<file path="src/rtl/pdw_pkg.sv">
package pdw_pkg;

  localparam int CTL_W   = 4;
  localparam int B_ARM   = 0;
  localparam int B_DLY   = 1;
  localparam int B_IE    = 2;
  localparam int B_FLAG  = 3;

  typedef enum logic [1:0] {
    ST_RUN   = 2'd0,
    ST_ARMED = 2'd1,
    ST_PDOWN = 2'd2,
    ST_WDLY  = 2'd3
  } pdw_state_e;

  // Length of the clock hold-off window for the current system clock source
  function automatic int unsigned wake_hold_len(input logic from_xtal,
                                                input int unsigned xtal_n,
                                                input int unsigned rc_n);
    return from_xtal ? xtal_n : rc_n;
  endfunction

endpackage

</file>
<file path="src/rtl/pdw_sync.sv">
module pdw_sync #(
  parameter int STAGES = 2
) (
  input  logic clk,
  input  logic rst_n,
  input  logic d,
  output logic q
);
  logic [STAGES-1:0] sh_q;

  always_ff @(posedge clk or negedge rst_n) begin
    if (!rst_n) sh_q <= '0;
    else        sh_q <= {sh_q[STAGES-2:0], d};
  end

  assign q = sh_q[STAGES-1];
endmodule

</file>
<file path="src/rtl/pdw_ctlreg.sv">
module pdw_ctlreg
  import pdw_pkg::*;
(
  input  logic             clk,
  input  logic             rst_n,
  input  logic             wr_en,
  input  logic [CTL_W-1:0] wr_data,
  input  logic             hw_arm_clr,
  input  logic             hw_flag_set,
  output logic             arm_q,
  output logic             dly_q,
  output logic             ie_q,
  output logic             flag_q
);
  // hardware clear of the arm bit beats a software write
  always_ff @(posedge clk or negedge rst_n) begin
    if (!rst_n)          arm_q <= 1'b0;
    else if (hw_arm_clr) arm_q <= 1'b0;
    else if (wr_en)      arm_q <= wr_data[B_ARM];
  end

  always_ff @(posedge clk or negedge rst_n) begin
    if (!rst_n) begin
      dly_q <= 1'b0;
      ie_q  <= 1'b0;
    end else if (wr_en) begin
      dly_q <= wr_data[B_DLY];
      ie_q  <= wr_data[B_IE];
    end
  end

  // a hardware set beats a write-1 clear in the same cycle
  always_ff @(posedge clk or negedge rst_n) begin
    if (!rst_n)                       flag_q <= 1'b0;
    else if (hw_flag_set)             flag_q <= 1'b1;
    else if (wr_en && wr_data[B_FLAG]) flag_q <= 1'b0;
  end
endmodule

</file>
<file path="src/rtl/pdw_fsm.sv">
module pdw_fsm
  import pdw_pkg::*;
#(
  parameter int unsigned XTAL_DLY = 4096,
  parameter int unsigned RC_DLY   = 512
) (
  input  logic       clk,
  input  logic       rst_n,
  input  logic       arm,
  input  logic       cpu_sleep,
  input  logic       wake_s,
  input  logic       dly_en,
  input  logic       sel_xtal,
  output pdw_state_e st_q,
  output logic       wake_done
);
  localparam int unsigned MAX_DLY = (XTAL_DLY > RC_DLY) ? XTAL_DLY : RC_DLY;
  localparam int          CNT_W   = $clog2(MAX_DLY + 1);

  pdw_state_e       st_d;
  logic [CNT_W-1:0] cnt_q;
  logic [CNT_W-1:0] load_val;
  logic             wake_hit;
  logic             cnt_zero;

  assign load_val = CNT_W'(wake_hold_len(sel_xtal, XTAL_DLY, RC_DLY) - 1);
  assign wake_hit = (st_q == ST_PDOWN) && wake_s;
  assign cnt_zero = (cnt_q == '0);
  assign wake_done = (wake_hit && !dly_en) || ((st_q == ST_WDLY) && cnt_zero);

  always_comb begin
    st_d = st_q;
    unique case (st_q)
      ST_RUN:   if (arm) st_d = ST_ARMED;
      ST_ARMED: if (!arm) st_d = ST_RUN;
                else if (cpu_sleep) st_d = ST_PDOWN;
      ST_PDOWN: if (wake_s) st_d = dly_en ? ST_WDLY : ST_RUN;
      ST_WDLY:  if (cnt_zero) st_d = ST_RUN;
      default:  st_d = ST_RUN;
    endcase
  end

  always_ff @(posedge clk or negedge rst_n) begin
    if (!rst_n) st_q <= ST_RUN;
    else        st_q <= st_d;
  end

  always_ff @(posedge clk or negedge rst_n) begin
    if (!rst_n)                          cnt_q <= '0;
    else if (wake_hit && dly_en)         cnt_q <= load_val;
    else if (st_q == ST_WDLY && !cnt_zero) cnt_q <= cnt_q - 1'b1;
  end

  // power-down is only reached from the armed state with sleep active
  a_r1_pd_entry: assert property (@(posedge clk) disable iff (!rst_n)
    (st_q == ST_PDOWN && $past(st_q) != ST_PDOWN) |-> ($past(arm) && $past(cpu_sleep)));

  // the delay state is only entered out of power-down
  a_r3_wdly_from_pd: assert property (@(posedge clk) disable iff (!rst_n)
    (st_q != ST_PDOWN && st_q != ST_WDLY) |=> (st_q != ST_WDLY));

  // the hold-off counter never exceeds the longest window
  a_r4_cnt_bound: assert property (@(posedge clk) disable iff (!rst_n)
    (st_q == ST_WDLY) |-> (int'(cnt_q) < int'(MAX_DLY)));

  // with delay disabled a wake goes straight back to running
  a_r6_no_delay: assert property (@(posedge clk) disable iff (!rst_n)
    (wake_hit && !dly_en) |=> (st_q == ST_RUN));
endmodule

</file>
<file path="src/rtl/pdwake_seq.sv">
module pdwake_seq
  import pdw_pkg::*;
#(
  parameter int unsigned XTAL_DLY    = 4096,
  parameter int unsigned RC_DLY      = 512,
  parameter int          SYNC_STAGES = 2
) (
  input  logic             clk,
  input  logic             rst_n,
  input  logic             wr_en,
  input  logic [CTL_W-1:0] wr_data,
  output logic [CTL_W-1:0] rd_data,
  input  logic             cpu_sleep,
  input  logic             wake_evt,
  input  logic             sclk_is_xtal,
  input  logic             hxt_req,
  input  logic             hirc_req,
  input  logic             lxt_req,
  input  logic             lirc_req,
  input  logic             pll_req,
  output logic             hxt_en,
  output logic             hirc_en,
  output logic             lxt_en,
  output logic             lirc_en,
  output logic             pll_en,
  output logic             sys_clk_en,
  output logic             wake_irq
);
  logic       wake_s;
  logic       arm_q, dly_q, ie_q, flag_q;
  logic       wake_done;
  logic       hs_gate;
  pdw_state_e st_q;

  pdw_sync #(.STAGES(SYNC_STAGES)) u_sync (
    .clk(clk), .rst_n(rst_n), .d(wake_evt), .q(wake_s)
  );

  pdw_ctlreg u_reg (
    .clk(clk), .rst_n(rst_n), .wr_en(wr_en), .wr_data(wr_data),
    .hw_arm_clr(wake_done), .hw_flag_set(wake_done),
    .arm_q(arm_q), .dly_q(dly_q), .ie_q(ie_q), .flag_q(flag_q)
  );

  pdw_fsm #(.XTAL_DLY(XTAL_DLY), .RC_DLY(RC_DLY)) u_fsm (
    .clk(clk), .rst_n(rst_n), .arm(arm_q), .cpu_sleep(cpu_sleep),
    .wake_s(wake_s), .dly_en(dly_q), .sel_xtal(sclk_is_xtal),
    .st_q(st_q), .wake_done(wake_done)
  );

  // high-speed sources come back as soon as the delay window starts
  assign hs_gate    = (st_q == ST_PDOWN);
  assign hxt_en     = hxt_req  && !hs_gate;
  assign hirc_en    = hirc_req && !hs_gate;
  assign pll_en     = pll_req  && !hs_gate;
  assign lxt_en     = lxt_req;
  assign lirc_en    = lirc_req;
  assign sys_clk_en = (st_q == ST_RUN) || (st_q == ST_ARMED);
  assign wake_irq   = flag_q && ie_q;

  always_comb begin
    rd_data         = '0;
    rd_data[B_ARM]  = arm_q;
    rd_data[B_DLY]  = dly_q;
    rd_data[B_IE]   = ie_q;
    rd_data[B_FLAG] = flag_q;
  end

  // a finished wake leaves the arm bit cleared
  a_r8_arm_cleared: assert property (@(posedge clk) disable iff (!rst_n)
    wake_done |=> !arm_q);

  // a finished wake always leaves the flag set, whatever the write
  a_r10_flag_set: assert property (@(posedge clk) disable iff (!rst_n)
    wake_done |=> flag_q);

  // a newly raised flag with interrupts enabled drives the interrupt
  a_r11_irq_on_set: assert property (@(posedge clk) disable iff (!rst_n)
    ($rose(flag_q) && ie_q) |-> wake_irq);

  // system clock is off whenever the high-speed sources are gated
  a_r2_clk_off_in_pd: assert property (@(posedge clk) disable iff (!rst_n)
    hs_gate |-> (!sys_clk_en && !hxt_en && !pll_en));
endmodule

</file>
<file path="config.mk">
export PLATFORM = sky130hd
export DESIGN_NAME = pdwake_seq
export DESIGN_NICKNAME = d
export VERILOG_FILES = /design/src/rtl/pdw_pkg.sv /design/src/rtl/pdw_sync.sv /design/src/rtl/pdw_ctlreg.sv /design/src/rtl/pdw_fsm.sv /design/src/rtl/pdwake_seq.sv
export SDC_FILE = /design/constraint.sdc
export NUM_CORES = 1
export LEC_CHECK = 0
export BUFFER_PORTS_ARGS = -buffer_cell sky130_fd_sc_hd__buf_2
export CORE_MARGIN = 5
export CORE_UTILIZATION = 53
export CTS_BUF_LIST = sky130_fd_sc_hd__clkbuf_16
export DETAILED_ROUTE_END_ITERATION = 10
export PLACE_DENSITY_LB_ADDON = 0.3
export RECOVER_POWER = 50
export SYNTH_ARGS = -nofsm -noshare
export SYNTH_HDL_FRONTEND = slang
export SYNTH_SLANG_ARGS = --single-unit
</file>
<file path="constraint.sdc">
create_clock -name clk -period 3.8 [get_ports clk]
set_input_delay 0.38 -clock clk [delete_from_list [all_inputs] [get_ports clk]]
set_output_delay 0.38 -clock clk [all_outputs]
set_load 0.02 [all_outputs]
</file>
==> results of run 1 <==
-- state kept, by name (all words and copies together) (netlist names) --
signal / flops
u_fsm.st_q: 2
u_reg.ie_q: 1
u_sync.sh_q: 2
u_reg.flag_q: 1
u_fsm.cnt_q: 13
u_reg.dly_q: 1
u_reg.arm_q: 1
-- critical path: cells and delay by family, from the launching register on --
| family | cells | cell delay [ns] |
|---|---|---|
| and+or+nand+nor | 2 | 0.80 |
| DFF | 1 | 0.43 |
| AOI/OAI and AO/OA | 2 | 0.55 |
-- cells in the final DEF (no fill, tap or decap), types with 2 or more instances in the layout --
master     instances
nor3_1             4
and2_1             4
nand2_1           13
buf_2             20
o41ai_1            3
nand3_1            7
nor4_1             4
o211ai_1           2
nor2_1             4
mux2_2             2
clkbuf_16          3
o21ai_0            4
nand2b_1           2
or3_1              2
dfrtp_1           21
inv_1              2
a21oi_1            4
-- metal layers --
metal  GRT usage (%)  part of all wire (%)  vias up
li1                -                     -      434
met1            23.8                    44      434
met2            28.7                    50       19
met3            4.63                   3.6        6
met4            5.81                   2.2        0
met5               0                     0        -
-- logic make-up after synthesis --
| logic type | after synthesis | share of synthesized area [%] |
|---|---|---|
| flops | 21 | 49.3 |
| buf+inv | 9 | 5.28 |
| mux | 3 | 3.05 |
| compound gates | 26 | 18.0 |
| simple gates | 47 | 24.4 |
-- layout make-up --
| type | count | area (sq um) |
|---|---|---|
| Inverter | 2 | 7.51 |
| Tap cell | 27 | 33.8 |
| Multi-Input combinational cell | 76 | 484 |
| Clock buffer | 3 | 75.1 |
| Timing Repair Buffer | 21 | 104 |
| Clock inverter | 1 | 5.00 |
| Fill cell | 169 | 707 |
| Sequential cell | 21 | 526 |
-- stage by stage --
stage | setup slack [ns] | instance area, sq um | total power, mW | instances
2_1_floorplan | 2.11 | 1070 | 0.581 | 106
3_3_place_gp | 2.07 | 1160 | 0.638 | 147
3_5_place_dp | 2.01 | 1160 | 0.655 | 147
4_1_cts | 1.94 | 1240 | 0.877 | 151
5_1_grt | 1.80 | 1230 | 0.928 | 151
6_report | 1.95 | 1230 | 0.871 | 151
-- where the power goes --
part,total (mW),switching (mW),internal (mW)
sequential,0.412,0.108,0.304
combinational,0.243,0.135,0.108
clock,0.216,0.0752,0.141
-- Yosys cell counts (all sizes together) --
library cell	count
buf	6
or2	1
nand2	13
mux2	2
a22o	1
nand4b	1
o32ai	1
o211ai	2
o221ai	1
a41oi	1
and2	4
nand2b	2
or3	3
a21o	2
clkbuf	1
nor2	4
a311o	1
or4bb	1
dfrtp	21
nand3	7
a41o	1
o21ai	5
inv	2
a21oi	5
nor3	5
mux2i	1
o31ai	1
o22ai	1
o41ai	3
or4	2
nor4	4
a31oi	1
-- final timing paths --
path	to	startpoint	cells past startpoint
max in group asynchronous	u_reg.flag_q$_DFFE_PN0P_	rst_n	1
max reg2reg	u_reg.flag_q$_DFFE_PN0P_	u_fsm.cnt_q[9]$_DFFE_PN0P_	4
min	u_sync.sh_q[0]$_DFF_PN0_	wake_evt	1
min reg2reg	u_sync.sh_q[1]$_DFF_PN0_	u_sync.sh_q[0]$_DFF_PN0_	0
min in group asynchronous	u_fsm.cnt_q[8]$_DFFE_PN0P_	rst_n	1
max	u_reg.flag_q$_DFFE_PN0P_	u_fsm.cnt_q[9]$_DFFE_PN0P_	4
==> impl_metrics.json, run 1 <==
{
  "fin_crit_ns": 1.85,
  "post_cts_resized": 0,
  "rsz0062_at_grt": "false",
  "grt_max_degree": 22,
  "ir_worst_vdd_v": 0.000462,
  "tightestPinTransition_ns": 1.09,
  "totalWireLength_microns": 2400,
  "cts_tree": "built",
  "antennaDiodeCount": 0,
  "numCtsBuffers": 3,
  "fin_util_pct": 63.6,
  "die_w_microns": 54.9,
  "port_buffers": 21,
  "synth_top_area_share_pct": 49.3,
  "hpwlAfterDp_microns": 1760,
  "drt-initial-drc-count": 29,
  "postCtsSetupBuffers": 0,
  "layout.nets": 140,
  "clkSinkCount": 21,
  "worstPathCellList": "nor4_1, nand3_1, o32ai_1, a22o_1",
  "slew_headroom_pct": 27.1,
  "end_kind": "register",
  "crit_path_max_incr_delay_ns": 0.65,
  "synth_cell_types": 38,
  "layout-area-overhead-vs-synth_pct": 15.8,
  "clock_path_buffers": 2,
  "via_per_inst": 5.91,
  "ios": 26,
  "fin_tns_setup_ns": 0,
  "grt_pass1_wl_microns": 3880,
  "p_leak_nw": 0.498,
  "cts-root-buf": "clkbuf_16",
  "yosysSeqAreaShare_pct": 49.3,
  "yosys-top-cells-area": "dfrtp_1 49%, nand2_1 4.6%, buf_4 4.2%, nand3_1 3.3%, o41ai_1 2.5%",
  "initial_core_util_pct": 54.9,
  "synth_area_sq_um": 1070,
  "wl_per_cell_microns": 15.9,
  "drt_first_pass_iters": 4,
  "htreeDepth": 1,
  "clock.fmax_ghz": 0.541,
  "vias": 893,
  "path_clk_slew_ns": 0.06,
  "cp_max_fo": 7,
  "grtUsageTotal_pct": 18.1,
  "synth_nets": 121,
  "finClkSkew_ns": 0.00127,
  "clk_latency_ns": 0.25,
  "antenna_found_initial": 0,
  "cts_hold_buf": 0,
  "layout-drive-gt1-share_pct": 26.6,
  "arrival_ns": 2.04,
  "coreArea_sq_um": 1940,
  "status": "complete, no violations",
  "hold_viol": 0,
  "drc": 0,
  "hold_class": "input port to register",
  "fin_hold_ws_ns": 0.237,
  "power_density_nw_per_um2": 705,
  "path_class": "register to register",
  "dieHeight_microns": 54.9,
  "synth_warnings": 0,
  "cpMaxStageDelayCell": "nor4_1",
  "synth-seq-cells": 21,
  "gr-total-overflow": 0,
  "rrSetupSlack_ns": 1.95,
  "routabilityCongestion": 0.903,
  "crit_path_start_kind": "register",
  "yosysTopAreaCell": "dfrtp_1",
  "detail-route-antenna-nets": 0,
  "num_rows": 16,
  "cp.required_ns": 3.99,
  "grt_pass1_vias": 849,
  "die_area_sq_um": 3010,
  "avgSynthCellArea_sq_um": 10.1,
  "slew_violations": 0,
  "synthCells": 106,
  "period_share_pct": 48.7,
  "setup_viol": 0,
  "drv_cap": 0
}
No activity file was read; power rests on OpenSTA's default activity.
==> inputs of run 2 (changes only) <==
--- a/config.mk
+++ b/config.mk
@@ -7,7 +7,7 @@
 export LEC_CHECK = 0
 export BUFFER_PORTS_ARGS = -buffer_cell sky130_fd_sc_hd__buf_2
 export CORE_MARGIN = 5
-export CORE_UTILIZATION = 53
+export CORE_UTILIZATION = 46
 export CTS_BUF_LIST = sky130_fd_sc_hd__clkbuf_16
 export DETAILED_ROUTE_END_ITERATION = 10
 export PLACE_DENSITY_LB_ADDON = 0.3
==> constraint.sdc (replaced) <==
create_clock -name clk -period 1.5 [get_ports clk]
set_input_delay 0.15 -clock clk [delete_from_list [all_inputs] [get_ports clk]]
set_output_delay 0.15 -clock clk [all_outputs]
set_load 0.02 [all_outputs]
==> impl_metrics.json, run 2 (synthesis gave the netlist of run 1 again) <==
{
  "status": "finished with violations",
  "violations": "negative setup slack",
  "die_w_microns": 58.1,
  "hold_class": "input port to register",
  "numCtsBuffers": 3,
  "detail-route-antenna-nets": 0,
  "drt-initial-drc-count": 29,
  "final_area_sq_um": 1610,
  "cts_tree": "built",
  "fin_hold_ws_ns": 0.123,
  "multi_input_area_sq_um": 638,
  "drv_cap": 0,
  "via_per_inst": 6.01,
  "power_density_nw_per_um2": 1760,
  "cts-root-buf": "clkbuf_16",
  "clkSinkCount": 21,
  "fin_tns_setup_ns": -1.55,
  "end_kind": "register",
  "period_share_pct": 114,
  "die_area_sq_um": 3380,
  "initial_core_util_pct": 48.2,
  "top_regs": "u_fsm.cnt_q x13, u_fsm.st_q x2, u_sync.sh_q x2",
  "setup_viol": 15,
  "num_rows": 17,
  "totalWireLength_microns": 3250,
  "antenna_found_initial": 0,
  "seq_area_sq_um": 528,
  "layout.nets": 167,
  "fill_cells": 147,
  "antennaDiodeCount": 0,
  "layout_common_cells": "22 x buf_4, 20 x buf_2, 19 x dfrtp_1",
  "layout-area-overhead-vs-synth_pct": 51.2,
  "p_leak_nw": 0.683,
  "arrival_ns": 1.84,
  "vias": 1076,
  "dp.cells": 171,
  "clock.fmax_ghz": 0.587,
  "path_clk_slew_ns": 0.05,
  "finalWorstSetupSlack_ns": -0.204,
  "largest_register_ffs": 13,
  "hpwlAfterDp_microns": 2020,
  "placed_cell_area_sq_um": 1340,
  "cp.required_ns": 1.64,
  "reg2reg_depth": 4,
  "grtUsageTotal_pct": 17.6,
  "drt_first_pass_iters": 4,
  "fin_cells": 179,
  "clock_path_buffers": 2,
  "dp_slack_ns": -0.211,
  "ios": 26,
  "tightestPinTransition_ns": 0.512,
  "crit_path_start_kind": "register",
  "finClkSkew_ns": 0.00170,
  "path_class": "register to register",
  "final_common_cell": "buf_4",
  "hold_depth": 2,
  "grt_max_degree": 22,
  "ir_worst_vdd_v": 0.00127,
  "layout-drive-gt1-share_pct": 51.0,
  "wl_per_cell_microns": 18.1,
  "coreArea_sq_um": 2210,
  "routabilityCongestion": 0.850,
  "port_buffers": 21,
  "clk_latency_ns": 0.25,
  "gr-total-overflow": 0,
  "grt_pass1_wl_microns": 4540,
  "hold_viol": 0,
  "fin_crit_ns": 1.70,
  "slew_violations": 0,
  "grt_pass1_vias": 1028,
  "dieHeight_microns": 58.1,
  "htreeDepth": 1,
  "fin_total_pwr_mw": 2.83,
  "fin_util_pct": 72.9,
  "rsz0062_at_grt": "true",
  "drc": 0,
  "slew_headroom_pct": 65.8,
  "cp_max_fo": 4,
  "largest-register": "u_fsm.cnt_q"
}
[run 2: layout make-up]
| type | instances | share of cell area [%] |
|---|---|---|
| Clock inverter | 1 | 0.233 |
| Tap cell | 28 | 2.17 |
| Timing Repair Buffer | 48 | 20.1 |
| Multi-Input combinational cell | 76 | 39.6 |
| Clock buffer | 3 | 4.66 |
| Sequential cell | 21 | 32.8 |
| Inverter | 2 | 0.466 |
[run 2: repair_timing]
item                                    in CTS  in global routing
hold endpoints to repair                    22                  0
gates resized for setup                     11                 21
buffers inserted                             1                  1
hold buffers                                 2                  0
pin swaps                                    6                 11
endpoints found under the setup margin      16                 20
[run 2: final timing paths]
kind / startpoint / end / slack [ns]
min reg2reg: u_sync.sh_q[0]$_DFF_PN0_ / u_sync.sh_q[1]$_DFF_PN0_ / 0.35
min: wr_data[2] / u_reg.ie_q$_DFFE_PN0P_ / 0.12
min in group asynchronous: rst_n / u_fsm.cnt_q[11]$_DFFE_PN0P_ / 0.40
max in group asynchronous: rst_n / u_fsm.st_q[1]$_DFFE_PN0P_ / 0.73
max: u_fsm.cnt_q[3]$_DFFE_PN0P_ / u_fsm.cnt_q[7]$_DFFE_PN0P_ / -0.20
max reg2reg: u_fsm.cnt_q[3]$_DFFE_PN0P_ / u_fsm.cnt_q[7]$_DFFE_PN0P_ / -0.20
[run 2: per-layer routing]
metal,part of all wire (%),global-route usage (%),up-vias
met1,38,18.2,548
met3,3.7,4.90,7
met2,56,31.9,27
met4,1.7,8.94,0
met5,0,0,-
li1,-,-,494
[run 2: power breakdown]
part	total (mW)	internal (mW)	switching (mW)
combinational	1.26	0.603	0.657
clock	0.553	0.355	0.197
sequential	1.02	0.774	0.243
[run 2: critical path, cell delays in order (launching register included)]
cell and delay [ns]:
dfrtp_1 0.38, or4_4 0.59, or3_4 0.39, a21oi_2 0.15, o31ai_2 0.08
